--- config.mk ---
export PLATFORM = sky130hd
export DESIGN_NAME = sys_ctrl_unit
export DESIGN_NICKNAME = d
export VERILOG_FILES = /design/src/rtl/sys_ctrl_pkg.sv /design/src/rtl/sc_timer.sv /design/src/rtl/sc_status.sv /design/src/rtl/sc_cause.sv /design/src/rtl/sys_ctrl_unit.sv
export SDC_FILE = /design/constraint.sdc
export NUM_CORES = 1
export LEC_CHECK = 0
export BUFFER_PORTS_ARGS = -buffer_cell sky130_fd_sc_hd__clkbuf_2
export CORE_UTILIZATION = 55
export CTS_CLUSTER_DIAMETER = 40
export DETAILED_ROUTE_END_ITERATION = 10
export GPL_TIMING_DRIVEN = 0
export PLACE_DENSITY = 0.78
export SYNTH_ARGS = -nofsm -noshare
export SYNTH_HDL_FRONTEND = slang
export SYNTH_HIERARCHICAL = 1
export SYNTH_SLANG_ARGS = --single-unit
--- constraint.sdc ---
create_clock -name clk_i -period 5 [get_ports clk_i]
set_input_delay 1 -clock clk_i [delete_from_list [all_inputs] [get_ports clk_i]]
set_output_delay 1 -clock clk_i [all_outputs]
set_load 0.1 [all_outputs]
--- src/rtl/sys_ctrl_pkg.sv ---
package sys_ctrl_pkg;
  localparam int unsigned SEL_W   = 5;
  localparam int unsigned IP_W    = 8;
  localparam int unsigned EXT_W   = IP_W - 1;
  localparam int unsigned EXC_W   = 5;
  localparam int unsigned IP_LSB  = 8;
  localparam int unsigned EXC_LSB = 2;
  localparam int unsigned IE_BIT  = 0;

  localparam logic [SEL_W-1:0] SEL_COUNT   = 5'd9;
  localparam logic [SEL_W-1:0] SEL_COMPARE = 5'd11;
  localparam logic [SEL_W-1:0] SEL_STATUS  = 5'd12;
  localparam logic [SEL_W-1:0] SEL_CAUSE   = 5'd13;

  typedef struct packed {
    logic            ie;
    logic [IP_W-1:0] mask;
  } status_t;
endpackage

--- src/rtl/sc_timer.sv ---
module sc_timer #(
  parameter int unsigned DATA_W = 32,
  parameter int unsigned DIV    = 1
) (
  input  logic              clk_i,
  input  logic              rst_ni,
  input  logic              cnt_we_i,
  input  logic              cmp_we_i,
  input  logic [DATA_W-1:0] wdata_i,
  output logic [DATA_W-1:0] count_o,
  output logic [DATA_W-1:0] compare_o,
  output logic              pend_o
);
  logic              tick;
  logic [DATA_W-1:0] count_q, compare_q;
  logic              pend_q;

  generate
    if (DIV <= 1) begin : g_nodiv
      assign tick = 1'b1;
    end else begin : g_div
      localparam int unsigned DW = $clog2(DIV);
      localparam logic [DW-1:0] LAST = DW'(DIV - 1);
      logic [DW-1:0] div_q;
      always_ff @(posedge clk_i or negedge rst_ni) begin
        if (!rst_ni)           div_q <= '0;
        else if (cnt_we_i)     div_q <= '0;
        else if (div_q == LAST) div_q <= '0;
        else                   div_q <= div_q + 1'b1;
      end
      assign tick = (div_q == LAST);
    end
  endgenerate

  always_ff @(posedge clk_i or negedge rst_ni) begin
    if (!rst_ni)       count_q <= '0;
    else if (cnt_we_i) count_q <= wdata_i;
    else if (tick)     count_q <= count_q + 1'b1;
  end

  always_ff @(posedge clk_i or negedge rst_ni) begin
    if (!rst_ni)       compare_q <= '1;
    else if (cmp_we_i) compare_q <= wdata_i;
  end

  // compare write outranks a match in the same cycle
  always_ff @(posedge clk_i or negedge rst_ni) begin
    if (!rst_ni)                     pend_q <= 1'b0;
    else if (cmp_we_i)               pend_q <= 1'b0;
    else if (count_q == compare_q)   pend_q <= 1'b1;
  end

  assign count_o   = count_q;
  assign compare_o = compare_q;
  assign pend_o    = pend_q;
endmodule

--- src/rtl/sc_status.sv ---
module sc_status
  import sys_ctrl_pkg::*;
#(
  parameter int unsigned DATA_W = 32
) (
  input  logic              clk_i,
  input  logic              rst_ni,
  input  logic              we_i,
  input  status_t           wdata_i,
  output status_t           status_o,
  output logic [DATA_W-1:0] value_o
);
  status_t st_q;

  always_ff @(posedge clk_i or negedge rst_ni) begin
    if (!rst_ni)   st_q <= '0;
    else if (we_i) st_q <= wdata_i;
  end

  always_comb begin
    value_o                  = '0;
    value_o[IE_BIT]          = st_q.ie;
    value_o[IP_LSB +: IP_W]  = st_q.mask;
  end

  assign status_o = st_q;
endmodule

--- src/rtl/sc_cause.sv ---
module sc_cause
  import sys_ctrl_pkg::*;
#(
  parameter int unsigned DATA_W = 32
) (
  input  logic              clk_i,
  input  logic              rst_ni,
  input  logic [EXT_W-1:0]  ext_irq_i,
  input  logic              tmr_pend_i,
  input  logic              exc_valid_i,
  input  logic [EXC_W-1:0]  exc_code_i,
  output logic [IP_W-1:0]   ip_o,
  output logic [EXC_W-1:0]  code_o,
  output logic [DATA_W-1:0] value_o
);
  logic [EXT_W-1:0] ext_q;
  logic [EXC_W-1:0] code_q;

  always_ff @(posedge clk_i or negedge rst_ni) begin
    if (!rst_ni) ext_q <= '0;
    else         ext_q <= ext_irq_i;
  end

  always_ff @(posedge clk_i or negedge rst_ni) begin
    if (!rst_ni)          code_q <= '0;
    else if (exc_valid_i) code_q <= exc_code_i;
  end

  assign ip_o   = {tmr_pend_i, ext_q};
  assign code_o = code_q;

  always_comb begin
    value_o                   = '0;
    value_o[IP_LSB +: IP_W]   = ip_o;
    value_o[EXC_LSB +: EXC_W] = code_q;
  end
endmodule

--- src/rtl/sys_ctrl_unit.sv ---
module sys_ctrl_unit
  import sys_ctrl_pkg::*;
#(
  parameter int unsigned DATA_W  = 32,
  parameter int unsigned CNT_DIV = 1
) (
  input  logic              clk_i,
  input  logic              rst_ni,
  input  logic              wr_en_i,
  input  logic [4:0]        wr_sel_i,
  input  logic [DATA_W-1:0] wr_data_i,
  input  logic [4:0]        rd_sel_i,
  output logic [DATA_W-1:0] rd_data_o,
  input  logic [6:0]        ext_irq_i,
  input  logic              exc_valid_i,
  input  logic [4:0]        exc_code_i,
  output logic              irq_o
);
  logic              cnt_we, cmp_we, st_we;
  logic [DATA_W-1:0] count_q, compare_q, status_val, cause_val;
  logic              tmr_pend;
  status_t           st, st_d;
  logic [IP_W-1:0]   ip;
  logic [EXC_W-1:0]  exc_code_q;

  assign cnt_we = wr_en_i && (wr_sel_i == SEL_COUNT);
  assign cmp_we = wr_en_i && (wr_sel_i == SEL_COMPARE);
  assign st_we  = wr_en_i && (wr_sel_i == SEL_STATUS);

  assign st_d.ie   = wr_data_i[IE_BIT];
  assign st_d.mask = wr_data_i[IP_LSB +: IP_W];

  sc_timer #(.DATA_W(DATA_W), .DIV(CNT_DIV)) u_timer (
    .clk_i     (clk_i),
    .rst_ni    (rst_ni),
    .cnt_we_i  (cnt_we),
    .cmp_we_i  (cmp_we),
    .wdata_i   (wr_data_i),
    .count_o   (count_q),
    .compare_o (compare_q),
    .pend_o    (tmr_pend)
  );

  sc_status #(.DATA_W(DATA_W)) u_status (
    .clk_i    (clk_i),
    .rst_ni   (rst_ni),
    .we_i     (st_we),
    .wdata_i  (st_d),
    .status_o (st),
    .value_o  (status_val)
  );

  sc_cause #(.DATA_W(DATA_W)) u_cause (
    .clk_i       (clk_i),
    .rst_ni      (rst_ni),
    .ext_irq_i   (ext_irq_i),
    .tmr_pend_i  (tmr_pend),
    .exc_valid_i (exc_valid_i),
    .exc_code_i  (exc_code_i),
    .ip_o        (ip),
    .code_o      (exc_code_q),
    .value_o     (cause_val)
  );

  always_comb begin
    case (rd_sel_i)
      SEL_COUNT:   rd_data_o = count_q;
      SEL_COMPARE: rd_data_o = compare_q;
      SEL_STATUS:  rd_data_o = status_val;
      SEL_CAUSE:   rd_data_o = cause_val;
      default:     rd_data_o = '0;
    endcase
  end

  assign irq_o = st.ie && |(ip & st.mask);
endmodule

### Word-level counts from Yosys, hierarchy flattened

Index checks and enable logic that the tools add are counted.

| storage, ports and cells | value |
|---|---|
| register bits after elaboration | 86 |
| latch bits | 0 |
| memory bits (writable) | 0 |
| bits in read-only memories | 0 |
| input port bits | 58 |
| output and inout port bits | 33 |
| logic and storage cells | 27 |
| memories kept | 0 |

| operators by class | value |
|---|---|
| add/sub/neg operators | 1 |
| $mul | 0 |
| divide/modulo/power cells | 0 |
| magnitude comparators | 0 |
| equality and inequality tests | 8 |
| shift-type cells | 0 |
| muxes and demuxes | 4 |
| bitwise gates (word level) | 1 |
| reductions and logical operators | 6 |

Operators by type and width:

| kind | number |
|---|---|
| $pmux 32 s4 | 1 |
| $eq 5x4->1 const B | 7 |
| $add 32x1->32 const B | 1 |
| $eq 32x32->1 | 1 |
| $mux 32 | 1 |
| $and 8x8->8 | 1 |
| $reduce_or 8->1 | 1 |
| $logic_and 1x1->1 | 4 |
| $mux 1 | 2 |
| $reduce_bool 2->1 | 1 |

### Depth between registers and ports, before layout

| depth | value |
|---|---|
| depth in word-level cells | 3 |
| gate-level depth with buffers | 6 |
| depth with buffers taken out | 6 |

### Cells and area by module

The synthesis kept the hierarchy.

Modules (own cells, without submodules):

| module | instances | cells each | area an instance (um^2) | seq. area each (um^2) |
|---|---|---|---|---|
| sc_timer | 1 | 300 | 3330.7 | 1666.6 |
| sys_ctrl_unit | 1 | 127 | 1048.5 | 0.0 |
| sc_status | 1 | 52 | 615.6 | 225.2 |
| sc_cause | 1 | 51 | 608.1 | 300.3 |

### Worst setup path before layout

No wires, ideal clock.

| timing | value |
|---|---|
| path type | input port to output port |
| from | in rd_sel_i[2] |
| to | out rd_data_o[1] |
| arrival time | 2.882 ns |
| required time | 4.000 ns |
| path slack | 1.118 ns |
| cell stages on the path | 4 |
| buffers on the path | 2 |
| cell sequence | buf_4 -> buf_6 -> o32a_1 -> nor2_1 |

| between the ends | value |
|---|---|
| word-level cells in the longest chain between the ends | 2 |
| elaborated cells between the ends (all ways) | 5 |
| those cells by class | eq/ne: 4; mux: 1 |

Ends and longest elaborated chain:

| element | line | source |
|---|---|---|
| start, declared | sys_ctrl_unit.sv:12 | `input logic [4:0] rd_sel_i,` |
| $eq 5x4->1 | sys_ctrl_unit.sv:66 | `case (rd_sel_i)` |
| $pmux 32 s4 (*) | sys_ctrl_unit.sv:66 |  |
| end, declared | sys_ctrl_unit.sv:13 | `output logic [DATA_W-1:0] rd_data_o,` |

Mark *: on every way between the ends. The rest lies on a longest branch, timed or not.

### Final worst setup path

| timing | value |
|---|---|
| from | in rd_sel_i[4] |
| to | out rd_data_o[11] |

The elaborated chain is that of the path after synthesis.

==> impl_metrics.yaml <==
timing:
  tightest_slew_ns: 0.780
  setup_ws_ns: 1.33
  finalSetupViolCount: 0
  fin_skew_ns: 0.0119
  post-route-period-util_pct: 73.4
  period_minus_slack_ns: 3.67
  relSlewSlack_pct: 48.0
  slew_violations: 0
  whs_ns: 0.523
  rsz0062_at_grt: "false"
  fin_setup_tns_ns: 0
  hold_violations: 0
  fmax_mhz: 272
place:
  io_buffers: 89
  dpl_worst_slack_ns: 1.32
  placed_area_um2: 6390
  dp_cells: 793
  place_hpwl_mm: 10.8
  gp_congestion: 0.894
route:
  num_vias: 4431
  drc: 0
  wl_per_cell_um: 18.1
  drtIter0Drc: 275
  drtAntennaViolNets: 0
  via_per_inst: 5.48
  first_pass_iters: 7
  wirelength_mm: 14.6
critical_path:
  required_ns: 4.00
  ff2ff_setup_slack_ns: 2.84
  rr_startpoint: "u_timer/count_o[1]$_DFF_PN0_"
  start_kind: "input port"
  crit_path_max_fanout: 10
  cp_data_arrival_time_ns: 2.67
  rr_worst_depth: 6
  rr_endpoint: "u_timer/count_o[14]$_DFF_PN0_"
  criticalPathCategory: "input port to output port"
  crit_path_end_kind: "output port"
power:
  netSwitchingPower_mw: 0.900
  ir_drop_mv: 0.197
  combPwrFrac_pct: 33.1
  p_per_area_nw_per_um2: 358
  switching_share_pct: 38.3
  clkPwrFrac_pct: 18.7
  p_int_mw: 1.45
  leakage_nw: 2.94
  seqPwrFrac_pct: 48.2
run_status:
  status: "finished clean"
cells_and_area:
  final_net_count: 730
  n_antenna_cell: 0
  area_growth_pct: 17.1
  fill_cells: 815
  final_cells: 809
  postLayoutCellArea_um2: 6560
  drive_gt1_share_pct: 44.4
synth:
  synth_area_um2: 5600
  avgSynthCellArea_um2: 10.6
  yosys.area.top_type: "dfrtp_1"
  synthArstFlopShare_pct: 100
  yosys-top-cells-count: "buf_4, dfrtp_1, mux2_2, nand2_1, xnor2_1"
  ys_seq_area_share_pct: 39.1
  synth_most_common_cell: "buf_4"
  synth_top_family_by_area: "multiplexers"
  muxShareOfSynthArea_pct: 16.1
  syn_inst: 530
  yosysTopAreaCellShare_pct: 24.1
  ys.flop_type: "dfrtp_1"
  synth_seq_cells: 86
  synthAdderAreaFrac_pct: 0.223
  synth_xor_area_share_pct: 9.69
  synth-edff-count: 0
  yosysWarnings: 6
  synth_simple_gate_area_share_pct: 12.9
  post_synth_num_cell_types: 44
  synth_area_leaders: "dfrtp_1, dfstp_2, buf_4"
  synth_compound_area_share_pct: 9.71
cts:
  cts_tree: "yes"
  h-tree-depth: 3
  cts_root_buffer: "clkbuf_8"
  clockBufferDepth: 2
  cts_resized: 0
  clk_latency_ns: 0.36
  clk_pin_slew_ns: 0.09
  numClockSinks: 86
  cts_made_buffers: 9
  cts_hold_buf: 0
  cts_setup_buffers: 0
hold_path:
  hold_path_end: "u_cause/code_o[1]$_DFFE_PN0P_"
  hold_depth: 1
  min-delay-start: "u_cause/code_o[1]$_DFFE_PN0P_"
  hold_path_class: "flop to flop"
floorplan:
  die_y_um: 103
  die_w_um: 103
  rows: 36
  core_um2: 9820
  io_pins: 91
  die_area_um2: 10600
  start_util_pct: 57.1
grt:
  grt_overflow: 0
  antenna_found_initial: 0
  grt_max_degree: 63
  grt_pass1_wl_mm: 23.0
  track_usage_pct: 29.5
  grt_pass1_vias: 4485
run:
  cap_violations: 0
==> layout by cell type (no fill, tap or decap), types with 9 or more instances in the layout <==
| master | instances |
|---|---|
| a221o_2 | 24 |
| dfstp_2 | 32 |
| mux2_4 | 9 |
| mux2_2 | 39 |
| nand4_1 | 21 |
| xnor2_1 | 38 |
| nand3_1 | 10 |
| clkbuf_1 | 9 |
| o21ai_1 | 21 |
| dfrtp_1 | 54 |
| conb_1 | 42 |
| xor2_1 | 24 |
| mux2i_1 | 33 |
| o21ai_0 | 9 |
| clkbuf_2 | 88 |
| nor2_1 | 36 |
| clkbuf_8 | 9 |
| nand2_1 | 39 |
| buf_4 | 66 |
==> routing by layer <==
layer / vias to the layer above / track usage (%) / wire (µm)
li1: 2062 / - / -
met1: 2153 / 36.3 / 5950
met2: 176 / 51.3 / 7250
met3: 40 / 5.08 / 963
met4: 0 / 12.5 / 483
met5: - / 0 / 0
==> worst max-delay path, stage by stage <==
cell	delay, ns
clkbuf_2	0.09
nand2b_1	0.22
nor3_2	0.31
buf_2	0.37
a221o_2	0.22
clkbuf_2	0.45
==> power groups by stage <==
stage               clock network, mW  registers, mW  logic [mW]
floorplan                           0           1.08       0.609
global route                    0.473           1.16       0.832
global placement                    0           1.12       0.742
detailed placement                  0           1.14       0.760
CTS                             0.446           1.13       0.767
finish                          0.439           1.13       0.777
==> sequential cells by signal (all words and copies together), names as in the netlist <==
register / flops
u_timer/pend_o: 1
u_cause/ext_q: 7
u_status/status_o: 9
u_timer/compare_o: 32
u_cause/code_o: 5
u_timer/count_o: 32
==> worst max-delay path by stage <==
stage                     start            end  slack (ns)
floorplan           rd_sel_i[2]   rd_data_o[1]        1.12
global placement    rd_sel_i[4]   rd_data_o[0]        1.42
detailed placement  rd_sel_i[4]  rd_data_o[11]        1.32
CTS                 rd_sel_i[4]  rd_data_o[11]        1.33
global route        rd_sel_i[4]  rd_data_o[11]        1.25
finish              rd_sel_i[4]  rd_data_o[11]        1.33
==> area by class of cell <==
cell class              instances  area [µm²]  area share, %
repair buffers                 90         475           7.25
flip-flops and latches         86        2190           33.4
clock buffers                  10         128           1.95
clock inverters                 6        38.8          0.591
well taps                     133         166           2.54
plain buffers                  92         656           9.99
multi-input cells             387        2890           44.0
inverters                       5        18.8          0.286
==> through the flow <==
| stage | power, mW | util [%] |
|---|---|---|
| floorplan | 1.68 | - |
| global placement | 1.87 | 64.8 |
| detailed placement | 1.90 | 65.1 |
| CTS | 2.34 | 66.8 |
| global route | 2.46 | 66.8 |
| finish | 2.35 | 66.8 |
==> cells by family (layout without fill, tap and decap cells) <==
logic type / count (synthesis) / in the layout
fa+ha+maj: 1 / 1
mux: 81 / 81
compound gates: 68 / 68
other cells: 2 / 42
simple gates: 133 / 133
flops: 86 / 86
buf+inv: 97 / 203
xor+xnor: 62 / 62
(Power assumes the default switching activity.)
